$ cat src/rtl/inval_chk_pkg.sv
package inval_chk_pkg;

    parameter int CLS_W = 4;
    parameter int LVL_W = 2;

    localparam int CLS_OTHER = 0;
    localparam int CLS_ADDR  = 1;
    localparam int CLS_FPRE  = 2;
    localparam int CLS_FPOST = 3;

    localparam logic [LVL_W-1:0] LVL_USER = LVL_W'(0);
    localparam logic [LVL_W-1:0] LVL_SUP  = LVL_W'(1);
    localparam logic [LVL_W-1:0] LVL_RSV  = LVL_W'(2);
    localparam logic [LVL_W-1:0] LVL_MACH = LVL_W'(3);

    typedef enum logic [2:0] {
        MK_MACH  = 3'd0,
        MK_HSUP  = 3'd1,
        MK_USER  = 3'd2,
        MK_VSUP  = 3'd3,
        MK_VUSER = 3'd4,
        MK_BAD   = 3'd5
    } mode_kind_e;

    typedef struct packed {
        logic ok;
        logic ill;
        logic vir;
    } verdict_t;

endpackage

$ cat src/rtl/inval_rule.sv
module inval_rule
    import inval_chk_pkg::*;
(
    input  logic             vld,
    input  logic [CLS_W-1:0] cls,
    input  mode_kind_e       kind,
    input  logic             tvm,
    input  logic             gtvm,
    output verdict_t         verdict
);

    logic is_addr;
    logic is_fence;

    assign is_addr  = cls[CLS_ADDR];
    assign is_fence = cls[CLS_FPRE] | cls[CLS_FPOST];

    always_comb begin
        verdict = '0;
        if (vld) begin
            verdict.ok = 1'b1;
            unique case (kind)
                MK_MACH: ;
                MK_HSUP: begin
                    if (is_addr && tvm) begin
                        verdict = '{ok: 1'b0, ill: 1'b1, vir: 1'b0};
                    end
                end
                MK_VSUP: begin
                    if (is_addr && gtvm) begin
                        verdict = '{ok: 1'b0, ill: 1'b0, vir: 1'b1};
                    end
                end
                MK_USER: begin
                    if (is_addr || is_fence) begin
                        verdict = '{ok: 1'b0, ill: 1'b1, vir: 1'b0};
                    end
                end
                MK_VUSER: begin
                    if (is_addr || is_fence) begin
                        verdict = '{ok: 1'b0, ill: 1'b0, vir: 1'b1};
                    end
                end
                default: verdict = '{ok: 1'b0, ill: 1'b1, vir: 1'b0};
            endcase
        end
    end

endmodule

$ cat config.mk
export PLATFORM = sky130hd
export DESIGN_NAME = inval_rule
export DESIGN_NICKNAME = d
export VERILOG_FILES = /design/src/rtl/inval_chk_pkg.sv /design/src/rtl/inval_rule.sv
export SDC_FILE = /design/constraint.sdc
export NUM_CORES = 1
export LEC_CHECK = 0
export BUFFER_PORTS_ARGS = -buffer_cell sky130_fd_sc_hd__buf_2
export CAP_MARGIN = 20
export CORE_AREA = 2 2 39 41
export DETAILED_ROUTE_END_ITERATION = 12
export DIE_AREA = 0 0 41 43
export PLACE_DENSITY = 0.3
export SLEW_MARGIN = 30
export SYNTH_ARGS = -nofsm -noshare
export SYNTH_HDL_FRONTEND = slang
export SYNTH_SLANG_ARGS = --single-unit
$ cat constraint.sdc
create_clock -name vclk -period 0.98
set_clock_uncertainty 0.1 [all_clocks]
set_input_delay 0.196 -clock vclk [all_inputs]
set_output_delay 0.196 -clock vclk [all_outputs]
set_load 0.1 [all_outputs]
==> results of run 1 <==
[worst max-delay path by stage]
stage           start    endpoint  slack, ns  cells after the start
6_report       cls[2]  verdict[0]      -0.37                      6
5_1_grt        cls[2]  verdict[1]      -0.41                      5
4_1_cts        cls[2]  verdict[0]      -0.39                      6
3_5_place_dp   cls[3]  verdict[0]      -0.43                      6
3_3_place_gp   cls[3]  verdict[0]      -0.41                      6
2_1_floorplan    gtvm  verdict[2]      -0.77                      3
[per-stage QoR]
step                      setup TNS, ns  util (%)
after floorplan                   -1.13         -
after global placement            -1.18      23.8
after detailed placement          -1.25      23.8
after CTS                         -1.14      29.7
after global routing              -1.22      29.7
final                             -1.10      29.7
[cell type report]
class | instances | share of cell area [%]
Timing Repair Buffer | 17 | 46.6
Tap cell | 16 | 4.88
Inverter | 2 | 1.83
Multi-Input combinational cell | 17 | 46.6
[kinds of logic (layout without fill, tap and decap cells)]
group	count (synthesis)	in the layout
compound gates	5	5
buf+inv	2	19
simple gates	12	12
[power by group through the flow]
stage | Sequential [W] | Clock [W] | Combinational, W
after floorplan | 0 | 0 | 0.000102
after global placement | 0 | 0 | 0.000189
after detailed placement | 0 | 0 | 0.000190
after CTS | 0 | 0 | 0.000228
after global routing | 0 | 0 | 0.000236
final | 0 | 0 | 0.000225
[Yosys cell counts]
master | instances | area, um2
a21boi_0 | 1 | 7.51
inv_1 | 1 | 3.75
inv_2 | 1 | 3.75
nand2_1 | 6 | 22.5
nor3_1 | 2 | 10.0
nor3_2 | 2 | 20.0
nor3b_1 | 1 | 7.51
nor4b_1 | 1 | 8.76
o2111ai_1 | 1 | 8.76
o21a_1 | 1 | 7.51
o31a_1 | 1 | 8.76
o41ai_2 | 1 | 16.3
[routing by layer]
layer | track usage [%] | up-vias | share of wire [%]
li1 | - | 107 | -
met1 | 5.70 | 100 | 32
met2 | 13.4 | 6 | 63
met3 | 0 | 0 | 4.3
met4 | 0 | 0 | 0
met5 | 0 | - | 0
[what timing repair did]
item,in CTS,in global routing
pin swaps,4,0
resized for setup,15,0
buffers inserted,1,0
endpoints found under the setup margin,3,3
==> metrics, run 1 <==
CP delay by family, top=buffers and inverters; FF+latch count=0; multiplexer area fraction after synthesis=0%; # fillers=about 160; CORE AREA=about 0.0014 mm2; Post-Route WL=between 500 and 600 um; critical path buffer and inverter count=3; Cell variety after synth=12; slowest stage delay, CP=0.21 ns; sequential-to-total area share from yosys stat=0%; P&R area growth vs syn=228%; die area=0.00176 mm2; min-delay src=vld; GRT Total Usage=slightly above 6%; Worst Path Max Fanout=3; Avg Inst Size Synth=6.59 um2; most frequent cells in the layout=nand2_1 (5), buf_4 (5), buf_12 (5); Hold WC Path Type=input port to primary output; Vias=213; Synth Area in Simple Gates=55.0%; Min Clock Period, post-route=about 1.4 ns; Psw=0.000119 W; Worst EP arrival=1.06 ns; Setup crit end kind=primary output; Die W=41 um; CP max stage cell=nor3_4; Final #Nets=48; num rows=14; WL/cell=9.83 um; # clk buffers=0; Synth Cell Area=125 um2; Slew Viols, Final=0; Cell Chain, Critical Path=buf_6 > nor3_4 > buf_4 > nor4b_4 > o21a_4 > buf_12; normalized max-slew margin=79.1%; Internal=0.000106 W; power share of the combinational group=100.0%; multi-input logic area=191 um2; clock network power share=0%; layout cells sized above 1=between 70 and 80%; Pwr Total=0.000225 W; crit share post-route=138%; IO Pins=13; area post-placement=329 um2; Mapped Cells=19; # setup viols final=3; Fmax=740 MHz; Synth Area in Adders=0%; fin area=between 400 and 500 um2; DRC viols=0; initial antenna violation count=0; XOR/XNOR Fraction of Synth Area=0%; post-synth net total=29; Synth Warn #=0; RD Place Congestion=roughly 0.55; DR iter-0 viols=0; post-place setup slack=-0.434 ns; largest family of logic cells by synthesized area=simple AND/OR/NAND/NOR gates; post-route setup slack=-0.372 ns; compound-cell area share of the yosys netlist=slightly below 40%; leakage dissipation=0.183 nW; WP data required=0.68 ns; Pre-antenna DRT Iters=1; hpwl dp=roughly 460 um; run status=complete, but fails checks; global-route wire length before repair=793 um; WHS Endpoint=verdict[2]; hold buffer count at CTS=0; CP Class=input port to primary output; Final Hold Fails=0; port buffer count=12; placed insts=~50; Die Y=43 um; RSZ-0062 raised after global routing=true; Reg area=0 um2; failing checks=setup timing; vias per cell=just over 4; Worst VDD drop=186 uV; total grt overflow=0; pwr dens=approximately 550 mW/mm2; worst-margin pin slew=about 0.31 ns; Sw Share=between 50% and 60%; CP startpoint kind=input port; largest net degree at the start of global routing=8; hold depth=4; hold_ws=0.717 ns; initial core utilization=a little under a tenth; antenna cells=0; antenna-violating nets left=0; max cap viols=0; Final Non-Filler Cells=52; Reg power frac=0%; vias in the first global route=around 220
Note: power is estimated with default switching activity, not from simulation.
==> run 2: changes to the inputs <==
- GPL_TIMING_DRIVEN: default -> 0
- PLACE_DENSITY: 0.3 -> 0.31
- clock period: 0.98 -> 1.2 ns (I/O delays scaled with it)
==> run 2 against run 1 <==
Net effect:
- the run still ends with setup timing left
- global-route usage increased by 0.21 points
- first-iteration DRC count increased by 3
- count of clock-buffer cells in the layout unchanged
- die area unchanged
- hold slack improved by 0.088 ns
- core utilization decreased by 4.0 points
- non-clock buffer count decreased by 3
- flip-flop and latch count unchanged
- setup slack improved by 0.062 ns
==> metrics, run 2 (synthesis results as in run 1) <==
run status=complete, but fails checks; failing checks=setup timing; Pwr Total=0.000157 W (-30%); TNS Setup=-0.892 ns (+0.212 ns); min-delay src=vld; Slew Viols, Final=0 (unchanged); P&R area growth vs syn=184%; Final Hold Fails=0 (unchanged); Cell Chain, Critical Path=buf_6 > nor3_4 > nor3b_2 > o31a_4 > buf_12; normalized max-slew margin=71.8% (-7.3 points); Post-Route WL=467 um (-8.6%); most frequent cells in the layout=buf_2 (7), nand2_1 (6), buf_6 (4); DR iter-0 viols=3 (+3); crit share post-route=126%; critical path buffer and inverter count=2 (-1); num rows=14 (unchanged); Layout Utilization=25.7% (-4.0 points); slowest stage delay, CP=0.34 ns (+0.13 ns); worst-margin pin slew=0.419 ns (+0.107 ns); RSZ-0062 raised after global routing=true; Worst VDD drop=211 uV (+13%); CP max stage cell=o31a_4; # setup viols final=3 (unchanged); area post-placement=254 um2 (-23%); Pre-antenna DRT Iters=2 (+1); CP startpoint kind=input port; antenna-violating nets left=0 (unchanged); GRT Total Usage=6.30% (+0.21 points); CORE AREA=0.00138 mm2 (unchanged); Worst EP arrival=1.17 ns (+0.11 ns); die area=0.00176 mm2 (unchanged); antenna cells=0 (unchanged); Vias=197 (-7.5%); Die Y=43 um (unchanged); initial core utilization=9.04% (unchanged); vias in the first global route=212 (-4.1%); largest net degree at the start of global routing=8 (unchanged); max cap viols=0 (unchanged); hold depth=3 (-1); RD Place Congestion=0.720 (+31%); IO Pins=13 (unchanged); most common cell after layout, fill and taps aside=buf_2; Final #Nets=45 (-6.3%); Min Clock Period, post-route=1.51 ns; leakage dissipation=0.147 nW (-19%); hpwl dp=359 um (-21%); initial antenna violation count=0 (unchanged); pwr dens=443 mW/mm2 (-19%); Fmax=662 MHz; fin area=355 um2 (-13%); global-route wire length before repair=841 um (+6.1%); Setup crit end kind=primary output; vias per cell=4.02 (-1.8%); total grt overflow=0 (unchanged); Worst Path Max Fanout=3 (unchanged); Die W=41 um (unchanged); DRC viols=0 (unchanged); WP data required=0.86 ns (+0.18 ns); WL/cell=9.53 um (-3.0%); CP Class=input port to primary output; layout cells sized above 1=72.7% (+0.51 points); CP delay by family, top=compound AO/OA/AOI/OAI gates; FF+latch count=0 (unchanged); Hold WC Path Type=input port to primary output; post-route setup slack=-0.310 ns (+0.0617 ns); # clk buffers=0 (unchanged); Reg area=0 um2 (unchanged); port buffer count=12 (unchanged); WHS Endpoint=verdict[1]
## run 2: where the power goes
part	switching [W]	internal [W]	leakage, nW
sequential	0	0	0
combinational	0.0000956	0.0000618	0.147
clock	0	0	0
## run 2: worst max-delay path by stage
| stage | endpoint | cells past startpoint | from |
|---|---|---|---|
| detailed placement | verdict[2] | 5 | cls[3] |
| finish | verdict[1] | 5 | cls[3] |
| floorplan | verdict[2] | 3 | gtvm |
| CTS | verdict[2] | 6 | cls[2] |
| global placement | verdict[2] | 5 | cls[3] |
| global route | verdict[2] | 6 | cls[3] |
## run 2: what timing repair did
item | 4_1_cts | 5_1_grt
gates resized for setup | 17 | 1
cloned | 0 | 0
pin swaps | 5 | 1
setup endpoints to repair | 3 | 3
hold buffers | 0 | 0
setup buffers | 2 | 0
## run 2: final cells by class
type / instances / area [um2]
inverter: 2 / 7.51
tap: 16 / 20.0
timing repair buffer: 14 / 128
multi-input combinational: 17 / 200
fill: 152 / 1030
## run 2: through the flow
step	std cells	hold slack (ns)	worst slack, ns
after CTS	49	0.808	-0.315
after global routing	49	0.823	-0.359
after global placement	47	0.900	-0.544
final	49	0.805	-0.310
after detailed placement	47	0.904	-0.526
after floorplan	19	0.578	-0.634
## run 2: metal layers
| layer | routed length [um] | part of all wire (%) | vias to the layer above | GRT usage, % |
|---|---|---|---|---|
| met2 | 245 | 52 | 7 | 11.9 |
| met1 | 181 | 39 | 88 | 7.94 |
| met4 | 0 | 0 | 0 | 0 |
| li1 | - | - | 102 | - |
| met3 | 39 | 8.4 | 0 | 0 |
| met5 | 0 | 0 | - | 0 |
==> run 3: changes to the inputs <==
==> constraint.sdc (replaced) <==
create_clock -name vclk -period 1.2
set_clock_uncertainty 0.1 [all_clocks]
set_input_delay 0.18 -clock vclk [all_inputs]
set_output_delay 0.18 -clock vclk [all_outputs]
set_load 0.1 [all_outputs]
==> run 3 against run 2 <==
Net effect:
- the flow still finishes with violations (setup timing)
- hold slack worse by 0.13 ns
- sequential share of layout area stayed put
- first-iteration DRC count shrank 67%
- core utilization shrank 0.81 points
- non-clock buffer count is 1 lower
- die area is the same
- global-route usage decreased by 1.5 points
- setup slack improved by 0.17 ns
- largest power group unchanged
==> metrics, run 3 (synthesis results as in run 1) <==
run status=complete, but fails checks; failing checks=setup timing; Pre-antenna DRT Iters=2 (unchanged); Final Non-Filler Cells=48 (-2.0%); Final Hold Fails=0 (unchanged); initial antenna violation count=0 (unchanged); # fillers=163 (+7.2%); most common cell after layout, fill and taps aside=nand2_1; Min Clock Period, post-route=1.34 ns (-0.174 ns); Cell Chain, Critical Path=buf_6 > nor3_4 > nor3b_2 > o31a_4 > buf_12; top routing layer used=met3; CP startpoint kind=input port; CP delay by family, top=simple AND/OR/NAND/NOR gates; Fmax=749 MHz (+13%); CP Class=input port to primary output; port buffer count=12 (unchanged); # clk buffers=0 (unchanged); total grt overflow=0 (unchanged); multi-input logic area=186 um2 (-6.9%); Sw Share=59.6% (-1.2 points); IO Pins=13 (unchanged); P&R area growth vs syn=175%; WP data required=0.92 ns (+0.06 ns); Layout Utilization=24.9% (-0.81 points); # setup viols final=3 (unchanged); Met2 Wirelength=291 um (+19%); antenna-violating nets left=0 (unchanged); Psw=0.0000928 W (-2.9%); GRT Total Usage=4.80% (-1.5 points); min-delay src=vld; slowest stage delay, CP=0.29 ns (-0.05 ns); max cap viols=0 (unchanged); hold_ws=0.674 ns (-0.131 ns); most frequent cells in the layout=nand2_1 (6), buf_6 (4), buf_2 (4); Slew Viols, Final=0 (unchanged); Hold WC Path Type=input port to primary output; vias per cell=4.00 (-0.51%); die area=0.00176 mm2 (unchanged); power share of the combinational group=100.0% (about the same); global-route wire length before repair=641 um (-24%); Vias=192 (-2.5%); met3 wire length=34 um (-13%); num rows=14 (unchanged); post-place setup slack=-0.385 ns (+0.141 ns); initial core utilization=9.04% (unchanged); critical path buffer and inverter count=2 (unchanged); Internal=0.0000630 W (+1.9%); RD Place Congestion=0.577 (-20%); Final #Nets=44 (-2.2%); leakage dissipation=0.142 nW (-3.3%); DRC viols=0 (unchanged); crit share post-route=111% (-15 points); vias in the first global route=180 (-15%); post-route setup slack=-0.135 ns (+0.174 ns); Worst EP arrival=1.06 ns (-0.11 ns); pwr dens=453 mW/mm2 (+2.2%); Reg power frac=0% (unchanged); WL/cell=9.33 um (-2.1%); largest net degree at the start of global routing=8 (unchanged); CP max stage cell=o31a_4; Die Y=43 um (unchanged); FF+latch count=0 (unchanged); normalized max-slew margin=82.1% (+10 points); placed insts=47 (unchanged); WHS Endpoint=verdict[1]; layout cells sized above 1=71.9% (-0.85 points); RSZ-0062 raised after global routing=true; hpwl dp=371 um (+3.4%); Reg area=0 um2 (unchanged); Pwr Total=0.000156 W (-1.0%); worst-margin pin slew=0.268 ns (-0.152 ns); wl on met1=122 um (-33%); Die W=41 um (unchanged); Worst VDD drop=104 uV (-51%); hold depth=3 (unchanged); Worst Path Max Fanout=3 (unchanged); clock network power share=0% (unchanged); antenna cells=0 (unchanged); Post-Route WL=448 um (-4.1%); CORE AREA=0.00138 mm2 (unchanged); Setup crit end kind=primary output; DR iter-0 viols=1 (-2)
==> run 3: layout make-up <==
class / count / share of cell area [%]
Timing Repair Buffer: 13 / 37.1
Multi-Input combinational cell: 17 / 54.2
Inverter: 2 / 2.91
Tap cell: 16 / 5.82
==> run 3: per-layer routing <==
layer | global-route usage [%] | up-vias
li1 | - | 98
met1 | 4.14 | 89
met2 | 10.9 | 5
met3 | 0 | 0
met4 | 0 | 0
met5 | 0 | -
==> run 3: repair_timing <==
item / 4_1_cts / 5_1_grt
endpoints found under the setup margin: 3 / 3
hold buffers: 0 / 0
setup buffers: 0 / 1
pin swaps: 3 / 5
gates resized for setup: 17 / 9
==> run 3: through the flow <==
step	TNS [ns]	cell area [um2]
2_1_floorplan	-0.514	153
3_3_place_gp	-1.06	233
3_5_place_dp	-1.10	233
4_1_cts	-0.363	308
5_1_grt	-0.396	344
6_report	-0.307	344
==> run 3: power groups by stage <==
stage	logic [W]	clock network, W	registers (W)
6_report	0.000156	0	0
5_1_grt	0.000164	0	0
4_1_cts	0.000143	0	0
3_5_place_dp	0.000113	0	0
3_3_place_gp	0.000112	0	0
2_1_floorplan	0.0000795	0	0
==> run 3: worst max-delay path by stage <==
stage	start	end	slack, ns	cells after the start
5_1_grt	cls[3]	verdict[1]	-0.17	5
3_3_place_gp	cls[3]	verdict[2]	-0.39	5
2_1_floorplan	gtvm	verdict[2]	-0.51	3
6_report	cls[3]	verdict[1]	-0.14	5
3_5_place_dp	cls[3]	verdict[2]	-0.38	5
4_1_cts	cls[2]	verdict[1]	-0.15	5
